File: src/rtl/lkclr_pkg.sv
package lkclr_pkg;

    localparam logic [7:0] CMD_SETUP   = 8'h60;
    localparam logic [7:0] CMD_CONFIRM = 8'hD0;
    localparam logic [7:0] CMD_CLRSTAT = 8'h50;
    localparam logic [7:0] CMD_ARRAY   = 8'hFF;

    typedef enum logic [1:0] {
        ST_ARRAY    = 2'd0,
        ST_STATREAD = 2'd1,
        ST_SETUP    = 2'd2,
        ST_BUSY     = 2'd3
    } seq_state_t;

    // declared MSB first: maps onto status bits 5,4,3
    typedef struct packed {
        logic op_err;
        logic seq_err;
        logic vpp_low;
    } err_flags_t;

    function automatic logic [7:0] pack_status(input logic rdy, input err_flags_t f);
        return {rdy, 1'b0, f.op_err, f.seq_err, f.vpp_low, 3'b000};
    endfunction

endpackage

File: src/rtl/lkclr_timer.sv
module lkclr_timer #(
    parameter int CYCLES = 6
) (
    input  logic clk,
    input  logic rst,
    input  logic start,
    input  logic cancel,
    output logic done
);
    localparam int CW = (CYCLES > 1) ? $clog2(CYCLES) : 1;
    localparam logic [CW-1:0] LOAD = CW'(CYCLES - 1);

    logic [CW-1:0] cnt_q;
    logic          run_q;

    always_ff @(posedge clk) begin
        if (rst) begin
            cnt_q <= '0;
            run_q <= 1'b0;
        end else if (start) begin
            cnt_q <= LOAD;
            run_q <= 1'b1;
        end else if (cancel) begin
            run_q <= 1'b0;
        end else if (run_q) begin
            if (cnt_q == '0) run_q <= 1'b0;
            else             cnt_q <= cnt_q - 1'b1;
        end
    end

    assign done = run_q && (cnt_q == '0);


    no_start_while_running_chk: assert property (@(posedge clk) disable iff (rst)
        start |-> !run_q);
endmodule

File: src/rtl/lkclr_errflags.sv
module lkclr_errflags
    import lkclr_pkg::*;
(
    input  logic       clk,
    input  logic       rst,
    input  err_flags_t set_in,
    input  logic       clr,
    output err_flags_t flags
);
    err_flags_t flags_q;

    always_ff @(posedge clk) begin
        if (rst)      flags_q <= '0;
        else if (clr) flags_q <= set_in;
        else          flags_q <= flags_q | set_in;
    end

    assign flags = flags_q;


    flags_cleared_chk: assert property (@(posedge clk) disable iff (rst)
        (clr && set_in == '0) |=> (flags == '0));

    flags_sticky_chk: assert property (@(posedge clk) disable iff (rst)
        (!clr) |=> ((flags & $past(flags)) == $past(flags)));
endmodule

File: src/rtl/lock_clear_seq.sv
module lock_clear_seq
    import lkclr_pkg::*;
#(
    parameter int NUM_BLOCKS = 8,
    parameter int BUSY_CYCLES = 6,
    parameter logic [NUM_BLOCKS-1:0] LOCK_INIT = '1
) (
    input  logic                  clk,
    input  logic                  rst,
    input  logic                  wr_en,
    input  logic [7:0]            wr_data,
    input  logic                  vpen_ok,
    input  logic                  vcc_ok,
    input  logic                  abort,
    input  logic                  suspend_in,
    output logic                  rd_status_mode,
    output logic [7:0]            status,
    output logic                  ready_pin,
    output logic [NUM_BLOCKS-1:0] lock_bits,
    output logic [NUM_BLOCKS-1:0] lock_unknown
);
    seq_state_t state, nxt;
    logic       tmr_start, tmr_cancel, tmr_done;
    logic       err_clr, clr_done, op_abort;
    err_flags_t err_set, flags;

    always_ff @(posedge clk) begin
        if (rst) state <= ST_ARRAY;
        else     state <= nxt;
    end

    always_comb begin
        nxt        = state;
        tmr_start  = 1'b0;
        tmr_cancel = 1'b0;
        err_set    = '0;
        err_clr    = 1'b0;
        clr_done   = 1'b0;
        op_abort   = 1'b0;
        unique case (state)
            ST_ARRAY, ST_STATREAD: begin
                if (wr_en) begin
                    if (wr_data == CMD_SETUP) begin
                        if (!suspend_in) nxt = ST_SETUP;
                    end else if (wr_data == CMD_CLRSTAT) begin
                        err_clr = 1'b1;
                    end else if (wr_data == CMD_ARRAY) begin
                        nxt = ST_ARRAY;
                    end
                end
            end
            ST_SETUP: begin
                if (wr_en) begin
                    nxt = ST_STATREAD;
                    if (wr_data != CMD_CONFIRM) begin
                        err_set.op_err  = 1'b1;
                        err_set.seq_err = 1'b1;
                    end else if (!vpen_ok) begin
                        err_set.op_err  = 1'b1;
                        err_set.vpp_low = 1'b1;
                    end else begin
                        tmr_start = 1'b1;
                        nxt       = ST_BUSY;
                    end
                end
            end
            ST_BUSY: begin
                if (abort || !vpen_ok || !vcc_ok) begin
                    op_abort        = 1'b1;
                    tmr_cancel      = 1'b1;
                    err_set.op_err  = 1'b1;
                    err_set.vpp_low = !vpen_ok;
                    nxt             = ST_STATREAD;
                end else if (tmr_done) begin
                    clr_done = 1'b1;
                    nxt      = ST_STATREAD;
                end
            end
            default: nxt = ST_ARRAY;
        endcase
    end

    lkclr_timer #(.CYCLES(BUSY_CYCLES)) u_timer (
        .clk    (clk),
        .rst    (rst),
        .start  (tmr_start),
        .cancel (tmr_cancel),
        .done   (tmr_done)
    );

    lkclr_errflags u_err (
        .clk    (clk),
        .rst    (rst),
        .set_in (err_set),
        .clr    (err_clr),
        .flags  (flags)
    );

    logic [NUM_BLOCKS-1:0] lock_q, unk_q;

    for (genvar b = 0; b < NUM_BLOCKS; b++) begin : g_blk
        always_ff @(posedge clk) begin
            if (rst) begin
                lock_q[b] <= LOCK_INIT[b];
                unk_q[b]  <= 1'b0;
            end else if (clr_done) begin
                lock_q[b] <= 1'b0;
                unk_q[b]  <= 1'b0;
            end else if (op_abort) begin
                unk_q[b]  <= 1'b1;
            end
        end
    end

    assign ready_pin      = (state != ST_BUSY);
    assign rd_status_mode = (state != ST_ARRAY);
    assign status         = pack_status(ready_pin, flags);
    assign lock_bits      = lock_q;
    assign lock_unknown   = unk_q;


    lock_change_on_done_chk: assert property (@(posedge clk) disable iff (rst)
        !$stable(lock_q) |-> (lock_q == '0 && $past(tmr_done)));

    bad_second_write_chk: assert property (@(posedge clk) disable iff (rst)
        (state == ST_SETUP && wr_en && wr_data != CMD_CONFIRM) |=> (status[5:4] == 2'b11 && ready_pin));

    low_vpen_confirm_chk: assert property (@(posedge clk) disable iff (rst)
        (state == ST_SETUP && wr_en && wr_data == CMD_CONFIRM && !vpen_ok) |=> (status[5] && status[3] && ready_pin));

    abort_unknown_chk: assert property (@(posedge clk) disable iff (rst)
        (state == ST_BUSY && abort) |=> (ready_pin && (&unk_q) && status[5]));

    status_mode_hold_chk: assert property (@(posedge clk) disable iff (rst)
        (state != ST_ARRAY && !(wr_en && wr_data == CMD_ARRAY)) |=> rd_status_mode);

    suspend_refuse_chk: assert property (@(posedge clk) disable iff (rst)
        (state == ST_ARRAY && wr_en && suspend_in) |=> !rd_status_mode);
endmodule

File: config.mk
export PLATFORM = sky130hd
export DESIGN_NAME = lock_clear_seq
export DESIGN_NICKNAME = d
export VERILOG_FILES = /design/src/rtl/lkclr_pkg.sv /design/src/rtl/lkclr_timer.sv /design/src/rtl/lkclr_errflags.sv /design/src/rtl/lock_clear_seq.sv
export SDC_FILE = /design/constraint.sdc
export NUM_CORES = 1
export LEC_CHECK = 0
export BUFFER_PORTS_ARGS = -buffer_cell sky130_fd_sc_hd__buf_2
export CORE_MARGIN = 4
export CORE_UTILIZATION = 47
export CTS_CLUSTER_SIZE = 8
export DETAILED_ROUTE_END_ITERATION = 16
export GPL_TIMING_DRIVEN = 1
export HOLD_SLACK_MARGIN = 0.1
export PLACE_DENSITY = 0.81
export SETUP_SLACK_MARGIN = 0.15
export SYNTH_ARGS = -nofsm -noshare
export SYNTH_HDL_FRONTEND = slang
export SYNTH_SLANG_ARGS = --single-unit
File: constraint.sdc
create_clock -name clk -period 3 [get_ports clk]
set_input_delay 0.6 -clock clk [delete_from_list [all_inputs] [get_ports clk]]
set_output_delay 0.6 -clock clk [all_outputs]
set_load 0.1 [all_outputs]
# == Yosys cells after proc, flatten, opt, wreduce, memory -nomap -nowiden ==
# Cells that the tools add are included.
# totals
regBits,11
output_inout_bits,26
word_cells,86
# classes
n_reduce_logical,15
eq_ne,16
add_sub_neg,1
bitwise,3
muxes,42
# ops
cell,count
1-bit 2-to-1 mux,23
2-bit 2-to-1 mux,10
3-bit 2-to-1 mux,6
8-bit by 7-bit equality test with 1-bit output (second input constant),2
3-bit != test (second input constant),4
2-bit != test (second input constant),5
8-bit equality test (second input constant),1
8-bit != test (second input constant),1
2-bit one-hot mux with 3 select lines,1
3-bit AND reduction,2
6-bit AND reduction,1
2-bit OR reduction,3
2-bit equality test (second input constant),2
1-bit one-hot mux with 2 select lines,2
2-bit nonzero test,2
3-bit zero test,1
3-bit bitwise OR,1
3-bit by 1-bit subtractor with 3-bit output (second input constant),1
2-bit by 1-bit equality test with 1-bit output (second input constant),1
1-bit zero test,2
2-bit zero test,1
1-bit logical OR,2
1-bit inverter,2
1-bit logical AND,1

# == Depth between registers and ports, before layout ==
# depth
word_depth,7
ltp_mapped,6
depth_no_buf,6

# == By module ==
# From an unflattened synthesis, not the netlist that was laid out.
# unflattened
cells_unflattened,102
hier_area_um2,818.3
# by_module_without_submodules
module,area_each_um2,cells_each,n_inst
lock_clear_seq,483.0,66,1
lkclr_timer,230.2,24,1
lkclr_errflags,105.1,12,1

# == Worst setup path before layout ==
# No wires, ideal clock.
# synth_timing
kind,reg-to-output
startpoint,register state[1]
endpoint,output port status[7]
path_stages_with_launch,4
slack_ns,0.726
arrival_time_ns,1.674
path_cell_list,dfxtp_1 > clkbuf_1 > nand2_1 > buf_4
# synth_between
elab_chain_len,1
# synth_rtl
item,line_no,rtl
"start, declared",lock_clear_seq.sv:22,"seq_state_t state, nxt;"
"start signal, assigned",lock_clear_seq.sv:29,else state <= nxt;
2-bit != test,lock_clear_seq.sv:115,assign ready_pin = (state != ST_BUSY);
"end, declared",lock_clear_seq.sv:17,"output logic [7:0] status,"
# Every way passes these cells.

# == Worst setup path after layout ==
# layout_timing
startpoint,register state[1]
endpoint,output port rd_status_mode
# layout_between
elab_chain_len,1
# layout_rtl
item,line_no,rtl
2-bit nonzero test,lock_clear_seq.sv:116,assign rd_status_mode = (state != ST_ARRAY);
"end, declared",lock_clear_seq.sv:16,"output logic rd_status_mode,"
# Every way passes these cells.

==> results.md <==
- Vias in the first global route: 585
- Crit path cell chain: or2_2 -> buf_2
- Slew Viols, Final: 0
- Layout area overhead: 10.81%
- DRT Pass-1 Iters: 4
- Worst VDD drop: approximately 0.22 mV
- Die Area: 2364 um^2
- Remaining DRCs: 0
- Vias: a little under 700
- GP Congestion: 0.7994
- Fill count: 150
- Wire per inst: 11.23 um
- CP Launch Type: flip-flop
- Initial core utilization: 50.32%
- Synth warnings: 0
- PostCTS Resize Cnt: 0
- Outcome: finished clean
- Post-synthesis sequential area ratio: 28.39%
- Crit-path max FO: 12
- Setup tns final: 0 ns
- Mapped Cells: 96
- Area contributors post-synth: dfxtp_1 (28%), buf_4 (18%), nand3b_1 (3.9%), inv_1 (3.4%), nand2_1 (3.4%)
- F_max: 500.9 MHz
- Most frequent cells in the layout: buf_2 (36), dfxtp_1 (11), inv_1 (7), nand2_1 (7), a21oi_1 (5)
- Syn_area_per_cell: 8.081 um^2
- Power Dens Cells: 340.5 nW/um^2
- Worst hold endpoint: u_err.flags[2]
- Synth Area in Adders: approximately 3.2%
- Reg2reg start: u_timer.cnt_q[0]
- Largest net degree at the start of global routing: 13
- Crit Path Class: flip-flop to output port
- Slack of the worst reg-to-reg path: 1.32 ns
- Distinct cell type count after synthesis: 30
- Final nets: 135
- DRT iter0 DRCs: 20
- Die height: roughly 50 um
- Slowest cell on crit path: dfxtp_1
- Gr usage total: 13.01%
- Final worst path period need: 1.997 ns
- Crit path DAT: 1.40 ns
- Worst skew pair latency: ~0.27 ns
- Synthesized area: 775.7 um^2
- # clock sinks: 11
- Port bufs: 36
- Hold_buf cts: 0
- Clk slew on worst S/H paths: 0.07 ns
- Hold path cells: 2
- Largest area contributor in the netlist: dfxtp_1
- TritonCTS Buffers: 3
- Largest family of logic cells by synthesized area: simple AND/OR/NAND/NOR gates
- Fraction of synthesized cell area in xor and xnor cells: 1.129%
- Final Cycle Share: 66.55%
- Fin Clk Skew: about 0.0038 ns
- CTS Root Cell: clkbuf_4
- Worst Path Required: 2.40 ns
- CORE AREA: 1541 um^2
- Final setup fails: 0
- Multi-input gate area: slightly below 400 um^2
- Place WS: 1.096 ns
- Crit path largest cell delay: 0.54 ns
- Post CTS Setup Buffer Count: 0
- Initial antenna violation count: 0
- Final worst slack: 1.003 ns
- Reg2reg path depth: 6
- First-pass GRT wire length: 2435 um
- Register area: ~220 um^2
- Hold_sp: u_err.flags[2]
- I/O pin count: a little over 40
- Power Total: 292.6 uW
- Share of the synthesized area in the top cell type: 28.39%
- Yosys reg bits: 11
- Die W: 48.63 um
- RSZ-0062 raised after global routing: false
- Routed Antenna Nets: 0
- Post-synthesis mux area share: 1.452%
- Compound-Gate Fraction of Synth Area: 14.03%
- Hold Vio Cnt, Final: 0
- Gr ovfl total: 0
- Routed vias/inst: 5.128
- Deepest clock path buffer count: 2
- CTS tree: yes
- Critical path endpoint category: output port
- Final wirelength: 1494 um
- Simple-Gate Fraction of Synth Area: 28.06%
- # rows: 14
- Hold WC Path Type: flip-flop to flip-flop
- R2r endpoint: u_timer.cnt_q[2]
- Diodes inserted: 0
- Layout cells sized above 1: 36.75%
- Max H-tree Level: 1
- Post-DP HPWL: 1192 um
- WHS: between 0.4 and 0.5 ns
- Maxcap violations: 0
- Commonest non-fill, non-tap cell in the layout: buf_2
- Static leakage: 0.3794 nW
critical path, delay by kind of cell (launching register included):
kind | cells | cell delay, ns
simple gates | 1 | 0.17
buf+inv | 1 | 0.41
flops | 1 | 0.54
layer usage:
layer | track usage (%) | vias up | routed length, um
li1 | - | 352 | -
met1 | 13.32 | 295 | 579
met2 | 21.74 | 30 | 715
met3 | 7.055 | 5 | 173
met4 | 5.381 | 0 | 25
met5 | 0 | - | 0
worst max-delay path by stage:
stage                     startpoint                to  slack, ns  cells after the start
after floorplan             state[1]         status[7]       0.73                      3
after global placement         abort  u_timer.cnt_q[2]       1.09                      5
after detailed placement       abort  u_timer.cnt_q[2]       1.10                      5
after CTS                   state[1]    rd_status_mode       1.00                      2
after global routing        state[1]    rd_status_mode       0.93                      2
final                       state[1]    rd_status_mode       1.00                      2
registers in the layout, summed over array words and instances, names as in the netlist:
name           flops
u_timer.cnt_q      3
u_err.flags        3
u_timer.run_q      1
state              2
lock_unknown       1
lock_bits          1
area by class of cell:
| cell class | instances | area share, % |
|---|---|---|
| sequential | 11 | 25.62 |
| tap | 16 | 2.329 |
| clock buffer | 4 | 3.057 |
| inverter | 7 | 3.057 |
| multi-input combinational | 59 | 44.98 |
| timing repair buffer | 36 | 20.96 |
cells by family (layout without fill, tap and decap cells):
group | count (synthesis) | in the layout
multiplexers | 1 | 1
buffers and inverters | 29 | 47
adder cells (fa/ha/maj) | 2 | 2
AO/OA/AOI/OAI | 17 | 17
AND/OR/NAND/NOR | 34 | 34
flip-flops | 11 | 11
other | 1 | 4
XOR/XNOR | 1 | 1
synth_stat cells:
cell type / instances
dfxtp_1: 11
nor3b_1: 1
nor3_1: 4
nand4_1: 1
or3_1: 1
a31oi_1: 3
inv_1: 7
buf_4: 19
a21oi_1: 5
and2b_1: 1
nor2_1: 1
nand3_1: 4
conb_1: 1
ha_1: 2
mux2_2: 1
nand3b_1: 4
o211a_1: 1
nor4_4: 1
and3b_1: 3
o22ai_1: 1
a311o_1: 2
or2_2: 2
o21ai_0: 4
clkbuf_1: 3
nor2b_1: 1
nand2b_1: 1
nand4b_1: 2
a311oi_1: 1
xnor2_1: 1
nand2_1: 7
stage by stage:
step | utilization, % | cell area, um^2 | instances
5_1_grt | 55.76 | 859.6 | 133
4_1_cts | 55.76 | 859.6 | 133
3_5_place_dp | 54.06 | 833.3 | 129
6_report | 55.76 | 859.6 | 133
3_3_place_gp | 54.06 | 833.3 | 129
2_1_floorplan | - | 787.0 | 99
power by group:
group	leakage (nW)	switching (mW)	internal (mW)	total (mW)
Clock	0.0150	0.0496	0.0516	0.101
Sequential	0.0886	0.0000526	0.146	0.146
Combinational	0.276	0.0344	0.0111	0.0455
Total	0.379	0.0840	0.209	0.293
Power figures use the tool's default switching activity.
